[src/rtl/audio_dec_pkg.sv]
package audio_dec_pkg;

    localparam int IO_ADDR_W = 8;
    localparam int IO_DATA_W = 8;
    localparam int MODE_W    = 2;

    localparam logic [MODE_W-1:0] MODE_RESET = 2'b00;

    typedef enum logic [2:0] {
        SEL_NONE,
        SEL_FM_ADDR,
        SEL_FM_DATA,
        SEL_AUDIO,
        SEL_PAD
    } addr_sel_e;

    typedef struct packed {
        logic psg_on;
        logic fm_on;
    } out_en_t;

    typedef struct packed {
        logic                 addr_wr;
        logic                 data_wr;
        logic [IO_DATA_W-1:0] wdata;
    } fm_req_t;

    // PSG is live when bit 1 of (mode + 1) is clear; FM follows bit 0.
    function automatic out_en_t mode_to_enables(input logic [MODE_W-1:0] mode);
        out_en_t          r;
        logic [MODE_W-1:0] inc;
        inc      = mode + MODE_W'(1);
        r.psg_on = ~inc[1];
        r.fm_on  = mode[0];
        return r;
    endfunction

endpackage

[src/rtl/io_addr_decode.sv]
module io_addr_decode
    import audio_dec_pkg::*;
#(
    parameter logic [IO_ADDR_W-1:0] FM_ADDR_PORT = 8'hF0,
    parameter logic [IO_ADDR_W-1:0] FM_DATA_PORT = 8'hF1,
    parameter logic [IO_ADDR_W-1:0] AUDIO_PORT   = 8'hF2,
    parameter logic [IO_ADDR_W-1:0] PAD_PAIR_LO  = 8'hC0,
    parameter logic [IO_ADDR_W-1:0] PAD_PAIR_HI  = 8'hDC
) (
    input  logic [IO_ADDR_W-1:0] addr,
    output addr_sel_e            sel,
    output logic                 pad_odd
);
    logic pad_hit;

    // Pad pairs match on bits 7..1; bit 0 picks the port inside a pair.
    assign pad_hit = (addr[IO_ADDR_W-1:1] == PAD_PAIR_LO[IO_ADDR_W-1:1]) ||
                     (addr[IO_ADDR_W-1:1] == PAD_PAIR_HI[IO_ADDR_W-1:1]);
    assign pad_odd = addr[0];

    always_comb begin
        if (addr == FM_ADDR_PORT)      sel = SEL_FM_ADDR;
        else if (addr == FM_DATA_PORT) sel = SEL_FM_DATA;
        else if (addr == AUDIO_PORT)   sel = SEL_AUDIO;
        else if (pad_hit)              sel = SEL_PAD;
        else                           sel = SEL_NONE;
    end
endmodule

[src/rtl/audio_ctrl_reg.sv]
module audio_ctrl_reg
    import audio_dec_pkg::*;
(
    input  logic              clk,
    input  logic              rst,
    input  logic              load,
    input  logic [MODE_W-1:0] wmode,
    output logic [MODE_W-1:0] mode,
    output out_en_t           en
);
    logic [MODE_W-1:0] mode_q;

    always_ff @(posedge clk) begin
        if (rst)       mode_q <= MODE_RESET;
        else if (load) mode_q <= wmode;
    end

    assign mode = mode_q;
    assign en   = mode_to_enables(mode_q);
endmodule

[src/rtl/fm_write_gen.sv]
module fm_write_gen
    import audio_dec_pkg::*;
(
    input  logic                 clk,
    input  logic                 rst,
    input  logic                 io_wr,
    input  addr_sel_e            sel,
    input  logic [IO_DATA_W-1:0] wdata,
    output fm_req_t              req
);
    fm_req_t req_q;
    logic    hit_addr;
    logic    hit_data;

    assign hit_addr = io_wr && (sel == SEL_FM_ADDR);
    assign hit_data = io_wr && (sel == SEL_FM_DATA);

    always_ff @(posedge clk) begin
        if (rst) begin
            req_q <= '0;
        end else begin
            req_q.addr_wr <= hit_addr;
            req_q.data_wr <= hit_data;
            if (hit_addr || hit_data) req_q.wdata <= wdata;
        end
    end

    assign req = req_q;
endmodule

[src/rtl/io_read_mux.sv]
module io_read_mux
    import audio_dec_pkg::*;
(
    input  addr_sel_e            sel,
    input  logic                 pad_odd,
    input  logic                 io_disable,
    input  logic [MODE_W-1:0]    mode,
    input  logic [IO_DATA_W-1:0] pad_a,
    input  logic [IO_DATA_W-1:0] pad_b,
    output logic [IO_DATA_W-1:0] rdata
);
    logic [IO_DATA_W-1:0] ctrl_word;

    // Control readback: mode in the low bits, every other bit zero.
    genvar gi;
    generate
        for (gi = 0; gi < IO_DATA_W; gi++) begin : g_ctrl_bits
            if (gi < MODE_W) begin : g_mode
                assign ctrl_word[gi] = mode[gi];
            end else begin : g_zero
                assign ctrl_word[gi] = 1'b0;
            end
        end
    endgenerate

    always_comb begin
        rdata = '1;
        case (sel)
            SEL_AUDIO: rdata = ctrl_word;
            SEL_PAD:   if (!io_disable) rdata = pad_odd ? pad_b : pad_a;
            default:   rdata = '1;
        endcase
    end
endmodule

[src/rtl/audio_io_decoder.sv]
module audio_io_decoder
    import audio_dec_pkg::*;
#(
    parameter logic [IO_ADDR_W-1:0] FM_ADDR_PORT = 8'hF0,
    parameter logic [IO_ADDR_W-1:0] FM_DATA_PORT = 8'hF1,
    parameter logic [IO_ADDR_W-1:0] AUDIO_PORT   = 8'hF2,
    parameter logic [IO_ADDR_W-1:0] PAD_PAIR_LO  = 8'hC0,
    parameter logic [IO_ADDR_W-1:0] PAD_PAIR_HI  = 8'hDC
) (
    input  logic                 clk,
    input  logic                 rst,
    input  logic                 io_wr,
    input  logic [IO_ADDR_W-1:0] io_addr,
    input  logic [IO_DATA_W-1:0] io_wdata,
    input  logic                 io_disable,
    input  logic [IO_DATA_W-1:0] port_a_data,
    input  logic [IO_DATA_W-1:0] port_b_data,
    output logic                 fm_addr_wr,
    output logic                 fm_data_wr,
    output logic [IO_DATA_W-1:0] fm_wdata,
    output logic                 psg_en,
    output logic                 fm_en,
    output logic [IO_DATA_W-1:0] rd_data
);
    addr_sel_e         sel;
    logic              pad_odd;
    logic [MODE_W-1:0] mode;
    out_en_t           en;
    fm_req_t           req;

    io_addr_decode #(
        .FM_ADDR_PORT(FM_ADDR_PORT),
        .FM_DATA_PORT(FM_DATA_PORT),
        .AUDIO_PORT  (AUDIO_PORT),
        .PAD_PAIR_LO (PAD_PAIR_LO),
        .PAD_PAIR_HI (PAD_PAIR_HI)
    ) dec_i (
        .addr   (io_addr),
        .sel    (sel),
        .pad_odd(pad_odd)
    );

    audio_ctrl_reg ctrl_i (
        .clk  (clk),
        .rst  (rst),
        .load (io_wr && (sel == SEL_AUDIO)),
        .wmode(io_wdata[MODE_W-1:0]),
        .mode (mode),
        .en   (en)
    );

    fm_write_gen fmw_i (
        .clk  (clk),
        .rst  (rst),
        .io_wr(io_wr),
        .sel  (sel),
        .wdata(io_wdata),
        .req  (req)
    );

    io_read_mux rmux_i (
        .sel       (sel),
        .pad_odd   (pad_odd),
        .io_disable(io_disable),
        .mode      (mode),
        .pad_a     (port_a_data),
        .pad_b     (port_b_data),
        .rdata     (rd_data)
    );

    assign fm_addr_wr = req.addr_wr;
    assign fm_data_wr = req.data_wr;
    assign fm_wdata   = req.wdata;
    assign psg_en     = en.psg_on;
    assign fm_en      = en.fm_on;
endmodule

[config.mk]
export PLATFORM = sky130hd
export DESIGN_NAME = audio_io_decoder
export DESIGN_NICKNAME = d
export VERILOG_FILES = /design/src/rtl/audio_dec_pkg.sv /design/src/rtl/io_addr_decode.sv /design/src/rtl/audio_ctrl_reg.sv /design/src/rtl/fm_write_gen.sv /design/src/rtl/io_read_mux.sv /design/src/rtl/audio_io_decoder.sv
export SDC_FILE = /design/constraint.sdc
export NUM_CORES = 1
export LEC_CHECK = 0
export ABC_AREA = 1
export ABC_CLOCK_PERIOD_IN_PS = 880
export BUFFER_PORTS_ARGS = -buffer_cell sky130_fd_sc_hd__buf_2
export CAP_MARGIN = 0
export CORE_MARGIN = 10
export CORE_UTILIZATION = 35
export CTS_CLUSTER_SIZE = 40
export DETAILED_ROUTE_END_ITERATION = 12
export PLACE_DENSITY = 0.83
export SYNTH_ARGS = -nofsm -noshare
export SYNTH_HDL_FRONTEND = slang
export SYNTH_SLANG_ARGS = --single-unit
[constraint.sdc]
create_clock -name clk -period 0.88 [get_ports clk]
set_clock_uncertainty 0.1 [all_clocks]
set_input_delay 0 -clock clk [delete_from_list [all_inputs] [get_ports clk]]
set_output_delay 0 -clock clk [all_outputs]
set_load 0.01 [all_outputs]
Word-level counts from Yosys, hierarchy flattened
Index checks and enable logic that the tools add are counted.
Storage, ports and cells
  output and inout bits: 20
  register bits after elaboration: 12
  logic and storage cells: 27
Cells by class
  $add $sub $neg: 1
  bitwise gates (word level): 1
  reduce and logical (&&, ||, !) cells: 5
  mux-type cells: 7
  equal/unequal tests: 9
Operators with widths (count)
  equality test 8 bit, second input constant: 3
  2-to-1 mux 8 bit: 2
  one-hot mux 8 bit (2 select lines): 1
  equality test 7 bit, second input constant: 2
  2-to-1 mux 3 bit: 4
  equality test 3 x 2 -> 1 bit, second input constant: 2
  equality test 3 x 1 -> 1 bit, second input constant: 1
  equality test 3 bit, second input constant: 1
  logical AND 1 bit: 3
  adder 2 x 1 -> 2 bit, second input constant: 1
  logical OR 1 bit: 2
  inverter 1 bit: 1

Longest topological paths before layout
  depth after elaboration: 9
  mapped depth: 8

Cells and area by module
A second synthesis with hierarchy kept.
Second synthesis, totals
  cells, all modules: 149
  area, all modules: 868.3 µm²
Modules (own cells, without submodules)
  fm_write_gen: instances 1, cells each 63, area each 446.7 µm²
  io_read_mux: instances 1, cells each 51, area each 232.7 µm²
  audio_ctrl_reg: instances 1, cells each 15, area each 97.6 µm²
  io_addr_decode: instances 1, cells each 16, area each 73.8 µm²
  audio_io_decoder: instances 1, cells each 4, area each 17.5 µm²

Worst setup path before layout
OpenSTA, ideal clock, no wires.
  path kind: input to register
  start: input io_addr[3]
  end: register fmw_i.req_q, in the netlist fmw_i.req[0]
  library setup time: 0.115 ns
  stages: 7
  setup slack: -0.096 ns
  data arrival time: 0.761 ns
  required time: 0.665 ns
  buffers on the path: 1
  cells stage by stage: inv_1 -> nand2_1 -> nor2_1 -> nand3_2 -> buf_6 -> a21oi_1 -> nor2_1
Between the ends
  word-level cells in the longest chain between the ends: 9
  elaborated cells between the ends (all ways): 15
  classes of those cells: 7 x eq/ne; 4 x mux; 4 x reduce/logical
RTL lines
  from (decl): line audio_io_decoder.sv:13  | input logic [IO_ADDR_W-1:0] io_addr,
  equality test 7 bit (on tied branches): line io_addr_decode.sv:17, io_addr_decode.sv:18
  logical OR 1 bit: line io_addr_decode.sv:17  | assign pad_hit = (addr[IO_ADDR_W-1:1] == PAD_PAIR_LO[IO_ADDR_W-1:1]) ||
  2-to-1 mux 3 bit: line io_addr_decode.sv:25  | else if (pad_hit) sel = SEL_PAD;
  2-to-1 mux 3 bit: line io_addr_decode.sv:24  | else if (addr == AUDIO_PORT) sel = SEL_AUDIO;
  2-to-1 mux 3 bit: line io_addr_decode.sv:23  | else if (addr == FM_DATA_PORT) sel = SEL_FM_DATA;
  2-to-1 mux 3 bit (*): line io_addr_decode.sv:22  | if (addr == FM_ADDR_PORT) sel = SEL_FM_ADDR;
  equality test 3 x 1 -> 1 bit / equality test 3 x 2 -> 1 bit (equally long branches): line fm_write_gen.sv:15, fm_write_gen.sv:16
  logical AND 1 bit (on tied branches): line fm_write_gen.sv:15, fm_write_gen.sv:16
  logical OR 1 bit (*): line fm_write_gen.sv:24  | if (hit_addr || hit_data) req_q.wdata <= wdata;
  to (decl): line fm_write_gen.sv:11  | fm_req_t req_q;
Mark *: on every way between the ends. The rest lies on a longest branch, timed or not.
A chain may end at the register's enable or synchronous reset.

Worst setup path after layout
  start: register ctrl_i.mode_q[0] (netlist: ctrl_i.mode[0])
  end: output psg_en
Between the ends
  word-level cells in the longest chain between the ends: 2
RTL lines
  from (decl): line audio_ctrl_reg.sv:11  | logic [MODE_W-1:0] mode_q;
  from (signal assigned): line audio_ctrl_reg.sv:15  | else if (load) mode_q <= wmode;
  adder 2 x 1 -> 2 bit: line audio_dec_pkg.sv:32  | inc = mode + MODE_W'(1);
  inverter 1 bit: line audio_dec_pkg.sv:33  | r.psg_on = ~inc[1];
  to (decl): line audio_io_decoder.sv:21  | output logic psg_en,
Every way passes these cells.

==> impl_metrics.env <==
export IMPL_die_area_um2=4720
export IMPL_drv_slew=0
export IMPL_area_growth_pct=99.5
export IMPL_finalCritPeriodShare_pct=113
export IMPL_hold_class="in -> reg"
export IMPL_grt_total_usage_pct=12.6
export IMPL_ys_seq_area_share_pct=28.9
export IMPL_cp_startpoint="ctrl_i.mode[0]$_SDFFE_PP0P_"
export IMPL_gr_total_overflow=0
export IMPL_crit_fanout=3
export IMPL_startpoint_type="register"
export IMPL_cts_sinks=12
export IMPL_fp_dieH_um=68.7
export IMPL_r2r_start="ctrl_i.mode[0]$_SDFFE_PP0P_"
export IMPL_hold_viol_final=0
export IMPL_synthTopCellsByArea="dfxtp_1 (29%), nand2_1 (16%), nand3_1 (9.0%)"
export IMPL_cp_cell_sequence="xnor2_1 > buf_2"
export IMPL_r2r_cells=5
export IMPL_antenna_found_initial=0
export IMPL_total_power_mw=1.34
export IMPL_cp_data_arrival_time_ns=0.90
export IMPL_grt_max_degree=18
export IMPL_numPlacedInstances=221
export IMPL_grt_pass1_wl_mm=4.75
export IMPL_boundaryPins=56
export IMPL_nets=251
export IMPL_num_rows=17
export IMPL_finalSetupViolCount=18
export IMPL_yosysMostFrequentCell="nand2_1"
export IMPL_cts_tree="built"
export IMPL_synth_edff_count=0
export IMPL_hpwl_mm=2.20
export IMPL_syn_nets=168
export IMPL_synthCells=132
export IMPL_viasPerCell=4.92
export IMPL_synth_area_um2=831
export IMPL_syn_avg_cell_area_um2=6.29
export IMPL_hold_path_endpoint="ctrl_i.mode[1]$_SDFFE_PP0P_"
export IMPL_peakVddDrop_v=0.00104
export IMPL_wl_per_cell_um=13.9
export IMPL_r2r_setup_slack_ns=0.02
export IMPL_yosysTopAreaCellShare_pct=28.9
export IMPL_route_met2_wl_mm=1.54
export IMPL_worst_pin_slew_ns=0.298
export IMPL_dr_pass1_iters=4
export IMPL_violations="setup timing"
export IMPL_n_antenna_cell=0
export IMPL_cp_num_buf_inv=1
export IMPL_drt_iter0_drc=62
export IMPL_met3_length_um=534
export IMPL_async_flop_share_pct=0
export IMPL_final_util_pct=74.2
export IMPL_die_w_um=68.7
export IMPL_setup_slack_ns=-0.117
export IMPL_start_util_pct=37.2
export IMPL_h_tree_depth=1
export IMPL_cp_end_kind="output pin"
export IMPL_synth_largest_area_cell="dfxtp_1"
export IMPL_ys_types=21
export IMPL_wl_met1_mm=1.20
export IMPL_slew_limit_headroom_pct=80.1
export IMPL_cts_buffers_inserted=3
export IMPL_p_leak_nw=0.787
export IMPL_fmax_mhz=1000
export IMPL_fin_cells=242
export IMPL_core_area_um2=2230
export IMPL_finalSetupTns_ns=-1.09
export IMPL_clock_latency_ns=0.27
export IMPL_design_area_um2=1660
export IMPL_crit_family="flip-flops"
export IMPL_critPathSlowestCell="dfxtp_2"
export IMPL_io_buffers=55
export IMPL_crit_type="reg -> out"
export IMPL_layout_min_cycle_time_ns=0.997
export IMPL_p_per_area_nw_per_um2=806
export IMPL_highest_layer="met4"
export IMPL_slowest_delay_ns=0.34
export IMPL_drc=0
export IMPL_status="complete, but fails checks"
export IMPL_synth_ff_type="dfxtp_1"
export IMPL_r2r_end="ctrl_i.mode[0]$_SDFFE_PP0P_"
export IMPL_routed_wirelength_mm=3.36
export IMPL_synth_common_cells="nand2_1 (36), inv_1 (17), nand3_1 (15)"
export IMPL_worstPathRequired_ns=0.78
export IMPL_synth_seq_cells=12
export IMPL_ant_nets=0
export IMPL_yosysWarnings=0
export IMPL_cts_root_buf="clkbuf_4"
export IMPL_first_global_vias=1181
export IMPL_holdPathStages=4
export IMPL_vias=1190
export IMPL_maxCapViolCount=0
export IMPL_hold_ws_ns=0.0722
export IMPL_cts_max_path_buffers=2
export IMPL_place_ws_ns=-0.263
export IMPL_placed_area_um2=1260
export IMPL_min_from="rst"
export IMPL_rsz0062_at_grt="true"
export IMPL_place_congestion=0.863
export IMPL_final_layout_size_suffix_gt1_share_pct=56.1
export IMPL_path_clk_slew_ns=0.08
routing by layer:
| metal | track usage (%) | up-vias |
|---|---|---|
| li1 | - | 596 |
| met1 | 12.5 | 512 |
| met2 | 21.8 | 68 |
| met3 | 6.28 | 14 |
| met4 | 5.42 | 0 |
| met5 | 0 | - |
sequential cells by signal (all words and copies together), names as in the netlist:
name	flops
fmw_i.req	10
ctrl_i.mode	2
tightest hold or removal path: cells and delay by family:
kind / cells / cell delay, ns
buf+inv: 2 / 0.27
simple gates: 2 / 0.15
cell type report:
class	instances	area, µm²
sequential	12	246
fill	177	576
multi-input combinational	101	701
clock buffer	4	36.3
inverter	20	85.1
tap	28	35.0
timing repair buffer	77	554
worst max path at each step:
stage                                 to  slack, ns  cells after the start
6_report                          psg_en      -0.12                      2
2_1_floorplan  fmw_i.req[0]$_SDFFE_PP0P_     -0.007                      6
5_1_grt                       rd_data[5]      -0.18                      8
3_3_place_gp   fmw_i.req[1]$_SDFFE_PP0P_      -0.22                      7
4_1_cts                           psg_en      -0.12                      2
3_5_place_dp   fmw_i.req[0]$_SDFFE_PP0P_      -0.26                      7
layout by cell type, fill, tap and decap left out, types with 7 or more instances in the layout:
cell,n
buf_2,43
nand2_1,30
inv_1,14
nand3_1,12
nor2_1,12
buf_6,11
buf_4,11
dlygate4sd3_1,9
a21oi_2,8
dfxtp_1,7
report_power, final:
part | leakage [nW] | switching, mW | internal (mW)
clock network | 0.0210 | 0.181 | 0.251
logic | 0.667 | 0.181 | 0.177
registers | 0.0992 | 0.00133 | 0.544
logic make-up after synthesis:
group                  count (synthesis)  share of synthesized area (%)
AND/OR/NAND/NOR                       75                           43.8
buffers and inverters                 23                           13.1
flip-flops                            12                           28.9
AO/OA/AOI/OAI                         21                           13.1
XOR/XNOR                               1                           1.05
what timing repair did:
| item | in CTS | in global routing |
|---|---|---|
| resized for setup | 28 | 20 |
| setup buffers | 2 | 3 |
| cloned | 0 | 4 |
| hold buffers | 9 | 0 |
| pin swaps | 9 | 19 |
| setup endpoints to repair | 10 | 25 |
| hold endpoints to repair | 12 | 0 |
Power figures use the tool's default switching activity.
